--- src/rtl/tcls_pkg.sv ---
package tcls_pkg;
   typedef enum logic [0:0] {
      PRIO_SCAN    = 1'b0,
      PRIO_ISOLATE = 1'b1
   } prio_style_e;
endpackage

--- src/rtl/tcls_row.sv ---
module tcls_row #(
   parameter int KEY_W  = 72,
   parameter int ACT_W  = 8,
   parameter int IDX_W  = 4,
   parameter int ROW_ID = 0
) (
   input  logic             clk,
   input  logic             rst_n,
   input  logic             wr_en,
   input  logic [IDX_W-1:0] wr_row,
   input  logic             wr_valid,
   input  logic [KEY_W-1:0] wr_value,
   input  logic [KEY_W-1:0] wr_mask,
   input  logic [ACT_W-1:0] wr_action,
   input  logic [KEY_W-1:0] key,
   output logic             match,
   output logic [ACT_W-1:0] action
);
   localparam logic [IDX_W-1:0] MY_IDX = IDX_W'(ROW_ID);

   logic             valid_q;
   logic [KEY_W-1:0] value_q;
   logic [KEY_W-1:0] mask_q;
   logic [ACT_W-1:0] action_q;
   logic             sel;

   assign sel = wr_en && (wr_row == MY_IDX);

   always_ff @(posedge clk or negedge rst_n) begin
      if (!rst_n) begin
         valid_q  <= 1'b0;
         value_q  <= '0;
         mask_q   <= '0;
         action_q <= '0;
      end else if (sel) begin
         valid_q  <= wr_valid;
         value_q  <= wr_value;
         mask_q   <= wr_mask;
         action_q <= wr_action;
      end
   end

   assign match  = valid_q && (((key ^ value_q) & mask_q) == '0);
   assign action = action_q;
endmodule

--- src/rtl/tcls_prio.sv ---
module tcls_prio
   import tcls_pkg::*;
#(
   parameter int          ROWS  = 16,
   parameter prio_style_e STYLE = PRIO_SCAN,
   localparam int         IDX_W = (ROWS > 1) ? $clog2(ROWS) : 1
) (
   input  logic [ROWS-1:0]  req,
   output logic             any,
   output logic [IDX_W-1:0] idx
);
   assign any = |req;

   generate
      if (STYLE == PRIO_SCAN) begin : g_scan
         always_comb begin
            idx = '0;
            for (int i = ROWS - 1; i >= 0; i--) begin
               if (req[i]) idx = IDX_W'(i);
            end
         end
      end else begin : g_isolate
         logic [ROWS-1:0] lowest;
         assign lowest = req & (~req + ROWS'(1));
         always_comb begin
            idx = '0;
            for (int i = 0; i < ROWS; i++) begin
               if (lowest[i]) idx = idx | IDX_W'(i);
            end
         end
      end
   endgenerate
endmodule

--- src/rtl/tcls_top.sv ---
module tcls_top
   import tcls_pkg::*;
#(
   parameter int          ROWS  = 16,
   parameter int          KEY_W = 72,
   parameter int          ACT_W = 8,
   parameter prio_style_e STYLE = PRIO_ISOLATE,
   localparam int         IDX_W = (ROWS > 1) ? $clog2(ROWS) : 1
) (
   input  logic             clk,
   input  logic             rst_n,
   input  logic             wr_en,
   input  logic [IDX_W-1:0] wr_row,
   input  logic             wr_valid,
   input  logic [KEY_W-1:0] wr_value,
   input  logic [KEY_W-1:0] wr_mask,
   input  logic [ACT_W-1:0] wr_action,
   input  logic             dflt_wr_en,
   input  logic [ACT_W-1:0] dflt_wr_action,
   input  logic             lk_valid,
   input  logic [KEY_W-1:0] lk_key,
   output logic             res_valid,
   output logic             res_hit,
   output logic [IDX_W-1:0] res_row,
   output logic [ACT_W-1:0] res_action
);
   initial begin
      if (ROWS < 2)  $error("tcls_top: ROWS must be at least 2");
      if (KEY_W < 1) $error("tcls_top: KEY_W must be positive");
      if (ACT_W < 1) $error("tcls_top: ACT_W must be positive");
   end

   logic [ROWS-1:0]  match_vec;
   logic [ACT_W-1:0] act_arr [ROWS];
   logic             any_hit;
   logic [IDX_W-1:0] win_idx;
   logic [ACT_W-1:0] dflt_q;
   logic [ACT_W-1:0] sel_action;

   generate
      for (genvar r = 0; r < ROWS; r++) begin : g_row
         tcls_row #(
            .KEY_W (KEY_W),
            .ACT_W (ACT_W),
            .IDX_W (IDX_W),
            .ROW_ID(r)
         ) u_row (
            .clk      (clk),
            .rst_n    (rst_n),
            .wr_en    (wr_en),
            .wr_row   (wr_row),
            .wr_valid (wr_valid),
            .wr_value (wr_value),
            .wr_mask  (wr_mask),
            .wr_action(wr_action),
            .key      (lk_key),
            .match    (match_vec[r]),
            .action   (act_arr[r])
         );
      end
   endgenerate

   tcls_prio #(
      .ROWS (ROWS),
      .STYLE(STYLE)
   ) u_prio (
      .req(match_vec),
      .any(any_hit),
      .idx(win_idx)
   );

   always_ff @(posedge clk or negedge rst_n) begin
      if (!rst_n)          dflt_q <= '0;
      else if (dflt_wr_en) dflt_q <= dflt_wr_action;
   end

   assign sel_action = any_hit ? act_arr[win_idx] : dflt_q;

   always_ff @(posedge clk or negedge rst_n) begin
      if (!rst_n) begin
         res_valid  <= 1'b0;
         res_hit    <= 1'b0;
         res_row    <= '0;
         res_action <= '0;
      end else begin
         res_valid <= lk_valid;
         if (lk_valid) begin
            res_hit    <= any_hit;
            res_row    <= any_hit ? win_idx : '0;
            res_action <= sel_action;
         end
      end
   end
endmodule

--- config.mk ---
export PLATFORM = sky130hd
export DESIGN_NAME = tcls_top
export DESIGN_NICKNAME = d
export VERILOG_FILES = /design/src/rtl/tcls_pkg.sv /design/src/rtl/tcls_row.sv /design/src/rtl/tcls_prio.sv /design/src/rtl/tcls_top.sv
export SDC_FILE = /design/constraint.sdc
export NUM_CORES = 2
export LEC_CHECK = 0
export ABC_AREA = 1
export CAP_MARGIN = 20
export CORE_ASPECT_RATIO = 1.1
export CORE_MARGIN = 5
export CORE_UTILIZATION = 40
export DETAILED_ROUTE_END_ITERATION = 7
export MAX_ROUTING_LAYER = met4
export PLACE_DENSITY = 0.54
export SYNTH_ARGS = -nofsm -noshare
export SYNTH_HDL_FRONTEND = slang
export SYNTH_HIERARCHICAL = 1
export SYNTH_SLANG_ARGS = --single-unit
--- constraint.sdc ---
create_clock -name clk -period 3.6 [get_ports clk]
set_input_delay 0.72 -clock clk [delete_from_list [all_inputs] [get_ports clk]]
set_output_delay 0.72 -clock clk [all_outputs]
set_load 0.05 [all_outputs]
# --- Word level (Yosys, flattened, before mapping) ---
# Index checks and enable logic that the tools add are counted.
# Widths: inputs -> output; s select.
word_totals:
  inputBits: 242
  out_inout_bits: 14
  ff_bits: 2470
op_classes:
  reduce_logical: 50
  muxes: 20
  eq_ne: 15
  bitwise_logic: 35
  magnitude_cmp: 1
  n_addsub: 1
ops:
  columns: ["operator", "count"]
  rows:
  - ["$and 72x72->72", 16]
  - ["$logic_not 72->1", 16]
  - ["$xor 72x72->72", 16]
  - ["$mux 4", 9]
  - ["$bmux 8 s4", 1]
  - ["$eq 4x4->1 const B", 8]
  - ["$logic_and 1x1->1", 32]
  - ["$mux 8", 3]
  - ["$add 16x1->16 const B", 1]
  - ["$and 16x16->16", 1]
  - ["$eq 4x3->1 const B", 4]
  - ["$not 16->16", 1]
  - ["$reduce_or 16->1", 1]
  - ["$mux 3", 4]
  - ["$eq 4x2->1 const B", 2]
  - ["$ge 5x5->1 const B", 1]
  - ["$not 4->5", 1]
  - ["$eq 4x1->1 const B", 1]
  - ["$logic_not 4->1", 1]
  - ["$mux 2", 2]
  - ["$mux 1", 1]

# --- Longest topological paths before layout ---
logic_depth:
  word_depth: 27
  depth_mapped: 27
  ltp_nobuf: 25

# --- By module ---
# Netlist, hierarchy kept.
by_module_without_submodules:
  columns: ["mod", "cells_per_inst", "instances", "area_per_inst_um2", "seq_area_each_um2"]
  rows:
  - ["tcls_row at g_row[10].u_row ...", 712, 4, 7114.3, 3828.7]
  - ["tcls_row at g_row[11].u_row ...", 715, 2, 7357.1, 3828.7]
  - ["tcls_row at g_row[1].u_row ...", 713, 2, 7163.1, 3828.7]
  - ["tcls_row at g_row[4].u_row ...", 712, 2, 7141.8, 3828.7]
  - ["tcls_row at g_row[13].u_row ...", 792, 2, 7103.1, 3828.7]
  - ["tcls_row at g_row[12].u_row", 712, 1, 7418.4, 3828.7]
  - ["tcls_row at g_row[0].u_row", 978, 1, 7350.8, 3828.7]
  - ["tcls_row at g_row[15].u_row", 778, 1, 7138.1, 3828.7]
  - ["tcls_row at g_row[3].u_row", 714, 1, 7120.6, 3828.7]
  - ["tcls_top", 468, 1, 2471.1, 550.5]
  - ["tcls_prio", 74, 1, 365.4, 0.0]

# --- Least setup slack after synthesis ---
# OpenSTA, ideal clock, no wires.
synth_timing:
  path_type: "input -> register"
  start: "input lk_key[65]"
  end: "register res_action[6]"
  path_stages: 25
  t_arrival_ps: 2785
  setup_slack_ps: 697
  t_required_ps: 3482
  n_path_buf: 2
  path_cell_list: "or2_2 -> nand3_1 -> nand2_1 -> nor2_1 -> nand2_1 -> nor2_1 -> nand2_1 -> nor2_1 -> nor2_4 -> inv_1 -> nor2_2 -> nand3_2 -> nand3_1 -> nor2_1 -> nand2_1 -> inv_2 -> buf_6 -> buf_6 -> nand2_1 -> nand3_1 -> nand3_1 -> nand3_1 -> nand3_1 -> nand2_1 -> nand2_1"
synth_between:
  word_cells_on_any_way: 88
synth_lines:
  columns: ["element", "line_no", "source"]
  rows:
  - ["start, declared", "tcls_top.sv:21", "input logic [KEY_W-1:0] lk_key,"]
  - ["$xor 72x72->72 *", "tcls_row.sv:43", "assign match = valid_q && (((key ^ value_q) & mask_q) == '0);"]
  - ["$and 72x72->72 *", "tcls_row.sv:43", null]
  - ["$logic_not 72->1 *", "tcls_row.sv:43", null]
  - ["$logic_and 1x1->1 *", "tcls_row.sv:43", null]
  - ["via match_vec[5]", "tcls_top.sv:33", "logic [ROWS-1:0] match_vec;"]
  - ["$not 16->16", "tcls_prio.sv:24", "assign lowest = req & (~req + ROWS'(1));"]
  - ["$add 16x1->16", "tcls_prio.sv:24", null]
  - ["$and 16x16->16 *", "tcls_prio.sv:24", null]
  - ["$mux 3 (3 in a row)", "tcls_prio.sv:28", "if (lowest[i]) idx = idx | IDX_W'(i);"]
  - ["$mux 4 (7 in a row)", "tcls_prio.sv:28", null]
  - ["$mux 4 *", "tcls_prio.sv:28", null]
  - ["via win_idx[0]", "tcls_top.sv:36", "logic [IDX_W-1:0] win_idx;"]
  - ["$not 4->5 (implied by the code) *", "tcls_top.sv:77", "assign sel_action = any_hit ? act_arr[win_idx] : dflt_q;"]
  - ["$bmux 8 s4 *", "tcls_top.sv:77", null]
  - ["$mux 8 (implied by the code) * (2 in a row)", "tcls_top.sv:77", null]
  - ["$mux 8 *", "tcls_top.sv:77", null]
  - ["end signal, assigned", "tcls_top.sv:90", "res_action <= sel_action;"]
  - ["end, declared", "tcls_top.sv:25", "output logic [ACT_W-1:0] res_action"]
# The timed path passes the listed nets; every way through them passes the cells marked *. The select of a mux whose other input is x is not followed.
# A chain may end at the register's enable or synchronous reset.

# --- Worst setup path after layout ---
layout_timing:
  start: "input lk_key[45]"
  end: "register res_action[7]"
layout_between:
  word_cells_on_any_way: 88
layout_lines:
  columns: ["element", "line_no"]
  rows:
  - ["$xor 72x72->72 *", "tcls_row.sv:43"]
  - ["$and 72x72->72 *", "tcls_row.sv:43"]
  - ["$logic_not 72->1 *", "tcls_row.sv:43"]
  - ["$logic_and 1x1->1 *", "tcls_row.sv:43"]
  - ["via match_vec[4]", "tcls_top.sv:33"]
  - ["$not 16->16 *", "tcls_prio.sv:24"]
  - ["$add 16x1->16 *", "tcls_prio.sv:24"]
  - ["$and 16x16->16 *", "tcls_prio.sv:24"]
  - ["$mux 3 (3 in a row)", "tcls_prio.sv:28"]
  - ["$mux 4 (7 in a row)", "tcls_prio.sv:28"]
  - ["$mux 4 *", "tcls_prio.sv:28"]
  - ["via win_idx[0]", "tcls_top.sv:36"]
  - ["$not 4->5 (implied by the code) *", "tcls_top.sv:77"]
  - ["$bmux 8 s4 *", "tcls_top.sv:77"]
  - ["$mux 8 (implied by the code) * (2 in a row)", "tcls_top.sv:77"]
  - ["$mux 8 *", "tcls_top.sv:77"]
# Marked as above.

==> impl_metrics.ini <==
[clock_network]
cts_tree = yes
cts_max_path_buffers = 4
clock_latency_ns = 0.92
cts_made_buffers = 280
cts.sinks = 2470
htree_levels = 5
clkTransAtPathRegs_ns = 0.06
cts-root-buf = clkbuf_16

[worst_setup_path]
critical_path_class = in -> reg
cp-end-kind = flip-flop
crit_arrival_ns = 4.41
required_ns = 4.37
start_kind = input pin
critPathMaxFanout = 16
cp-startpoint = lk_key[45]
r2r-start = g_row[2].u_row/value_q[33]

[synthesis]
synth-seq-cells = 2470
yosys_warnings = 6
synth_cells = 12400
ys.flop_type = dfrtp_1
syn-num-nets = 12700
synth_enable_flop_cells = 0
ys_seq_area_share_pct = 52.4
synthesis.area_mm2 = 0.118
synth.distinct_cells = 36
synthArstFlopShare_pct = 100
syn_avg_cell_area_um2 = 9.48

[die]
fp.dieArea_mm2 = 0.306
start_util_pct = 40.1
fp.dieH_um = 579
die_x_um = 528
num_rows = 209
boundaryPins = 256
core_mm2 = 0.294

[pwr]
powerDensity_mw_per_mm2 = 598
power.leakage_uw = 0.0708
p_total_uw = 84800
irDropWorstVdd_v = 0.000366

[cells_and_area]
layout-drive-gt1-share_pct = 20.7
num-fill-cells = 27100
fin_area_mm2 = 0.142
layout_common_cells = nand2_1, dfrtp_1, inv_1
syn_to_final_growth_pct = 20.2
nNetsFinal = 13500
stdcell_count = 17400
layout_commonest_cell = nand2_1

[detailed_routing]
via_count = 88900
totalWireLength_mm = 363
remaining_drc_errors = 0
route.met3.wl_mm = 16.7
wl_met1_mm = 156
dr.max_layer_used = met4
vias_per_cell = 5.09
wl_met2_mm = 178
drtIter0Drc = 6307
ant_nets = 0
dr.pass1.iters = 8
wire_per_inst_um = 20.8

[outcome]
outcome = finished with violations
violations = setup timing

[run]
maxCapViolCount = 0

[worst_hold_path]
hp-class = in -> reg
hp-start = lk_valid

[timing]
rsz0062_at_grt = yes
clock-skew-final_ns = 0.0412
relSlewSlack_pct = 22.0
setup_slack_ns = -0.0374
min_period_ns = 3.64
tightest_slew_ns = 1.17
final-hold-violation-count = 0
max_freq_mhz = 275
setup_violations = 1
maxSlewViolCount = 0
fin_crit_sh_pct = 101

[placement]
port_buffers = 255
postPlaceCellArea_mm2 = 0.131
gp_congestion = 0.885
placed_cells = 16900
post-dp-hpwl_mm = 242

[global_route]
grt_max_degree = 148
globalRoute.totalOverflow = 0
grt_antenna_before_repair = 33
grt_pass1_vias = 88900
grtUsageTotal_pct = 23.6
grt_pass1_wl_mm = 542
==> cells by family after synthesis <==
group | synth area share, %
AOI/OAI and AO/OA | 3.40
xor gates and xnor gates | 0.193
buffers and inverters | 6.24
DFF | 52.4
muxes | 16.8
and+or+nand+nor | 20.9
==> where the power goes <==
group | total, uW | switching, uW | internal [uW] | leakage (uW)
registers | 37400 | 3410 | 34000 | 0.0295
clock network | 28800 | 12000 | 16800 | 0.00456
logic | 18500 | 9990 | 8510 | 0.0368
total | 84800 | 25400 | 59400 | 0.0708
==> critical path: stages <==
cell             delay (ns)
clkdlybuf4s50_1        0.51
buf_12                 0.16
buf_8                  0.17
nand2_1                0.07
nand3_1                0.14
nand2_1                0.13
nor2_1                 0.23
nand2_1                0.16
nor2_1                 0.14
nand3_2                0.14
nor2_4                 0.17
nor2_4                 0.06
inv_1                  0.09
nor2_2                 0.07
nand3_2                0.08
nand3_2                0.09
nor2_4                 0.15
nand2_8                0.13
buf_8                  0.18
clkbuf_16              0.19
nand2_1                0.07
nand2_1                0.05
nand2_1                0.06
nand3_1                0.09
nand3_1                0.09
nand3_1                0.08
nand2_1                0.08
nand2_1                0.06
==> layout make-up <==
| cell class | instances | area (um2) | area share, % |
|---|---|---|---|
| clock buffer | 423 | 8300 | 5.86 |
| timing repair buffer | 972 | 11200 | 7.89 |
| tap | 3903 | 4880 | 3.45 |
| antenna | 27 | 67.6 | 0.0477 |
| clock inverter | 73 | 961 | 0.678 |
| multi-input combinational | 8311 | 49700 | 35.1 |
| sequential | 2470 | 61800 | 43.6 |
| inverter | 1269 | 4780 | 3.38 |
==> stage by stage <==
| stage | setup TNS, ns | setup WS, ns | utilization [%] | hold slack, ns |
|---|---|---|---|---|
| after floorplan | 0 | 0.697 | - | 0.424 |
| after global placement | -18.19 | -1.56 | 44.4 | 0.454 |
| after detailed placement | -18.17 | -1.53 | 44.4 | 0.459 |
| after CTS | 0 | 0.000547 | 47.7 | 0.273 |
| after global routing | -0.0847 | -0.0785 | 48.2 | 0.302 |
| final | -0.0374 | -0.0374 | 48.2 | 0.341 |
==> what timing repair did <==
item                                    CTS  global route
endpoints found under the setup margin   13            13
cloned                                    2            29
resized for setup                        89           262
hold buffers                              1             0
hold endpoints to repair                 15             0
pin swaps                                13            77
setup buffers                             1             6
==> registers in the layout, indices dropped and copies added (netlist names) <==
name / cells
res_valid: 1
res_hit: 1
dflt_q: 8
g_row.u_row/value_q: 1152
g_row.u_row/mask_q: 1152
res_row: 4
g_row.u_row/action: 128
g_row.u_row/valid_q: 16
res_action: 8
==> layer usage <==
| layer | GRT usage, % | up-vias |
|---|---|---|
| met1 | 30.0 | 44600 |
| li1 | - | 41800 |
| met3 | 2.98 | 568 |
| met2 | 39.1 | 1861 |
| met5 | - | - |
| met4 | 8.03 | 0 |
==> synth_stat cells (6+ instances only) <==
library cell	n	share of area [%]
a21oi_1	492	2.1
buf_1	16	0.051
buf_2	169	0.72
buf_4	57	0.36
buf_6	95	0.91
clkbuf_1	49	0.16
dfrtp_1	2470	52
inv_1	1264	4.0
mux2_1	738	7.1
mux2_2	768	7.3
mux2_4	193	2.5
nand2_1	3093	9.9
nand3_1	1218	5.2
nand3_2	9	0.076
nor2_1	998	3.2
nor3b_2	6	0.064
o21ai_0	234	0.99
o21ai_1	59	0.25
o22ai_1	6	0.032
or2_2	441	2.3
xor2_1	26	0.19
==> final timing paths <==
| check | end | slack [ns] | cells after the start |
|---|---|---|---|
| worst min-delay path | res_valid | 0.34 | 1 |
| min in group asynchronous | g_row[15].u_row/value_q[66] | 0.36 | 2 |
| worst max-delay path | res_action[7] | -0.04 | 28 |
| max in group asynchronous | g_row[15].u_row/value_q[48] | 1.84 | 4 |
| worst min register to register | g_row[0].u_row/mask_q[29] | 0.47 | 2 |
| worst max register to register | res_action[7] | 0.06 | 25 |
No activity file was read; power rests on OpenSTA's default activity.
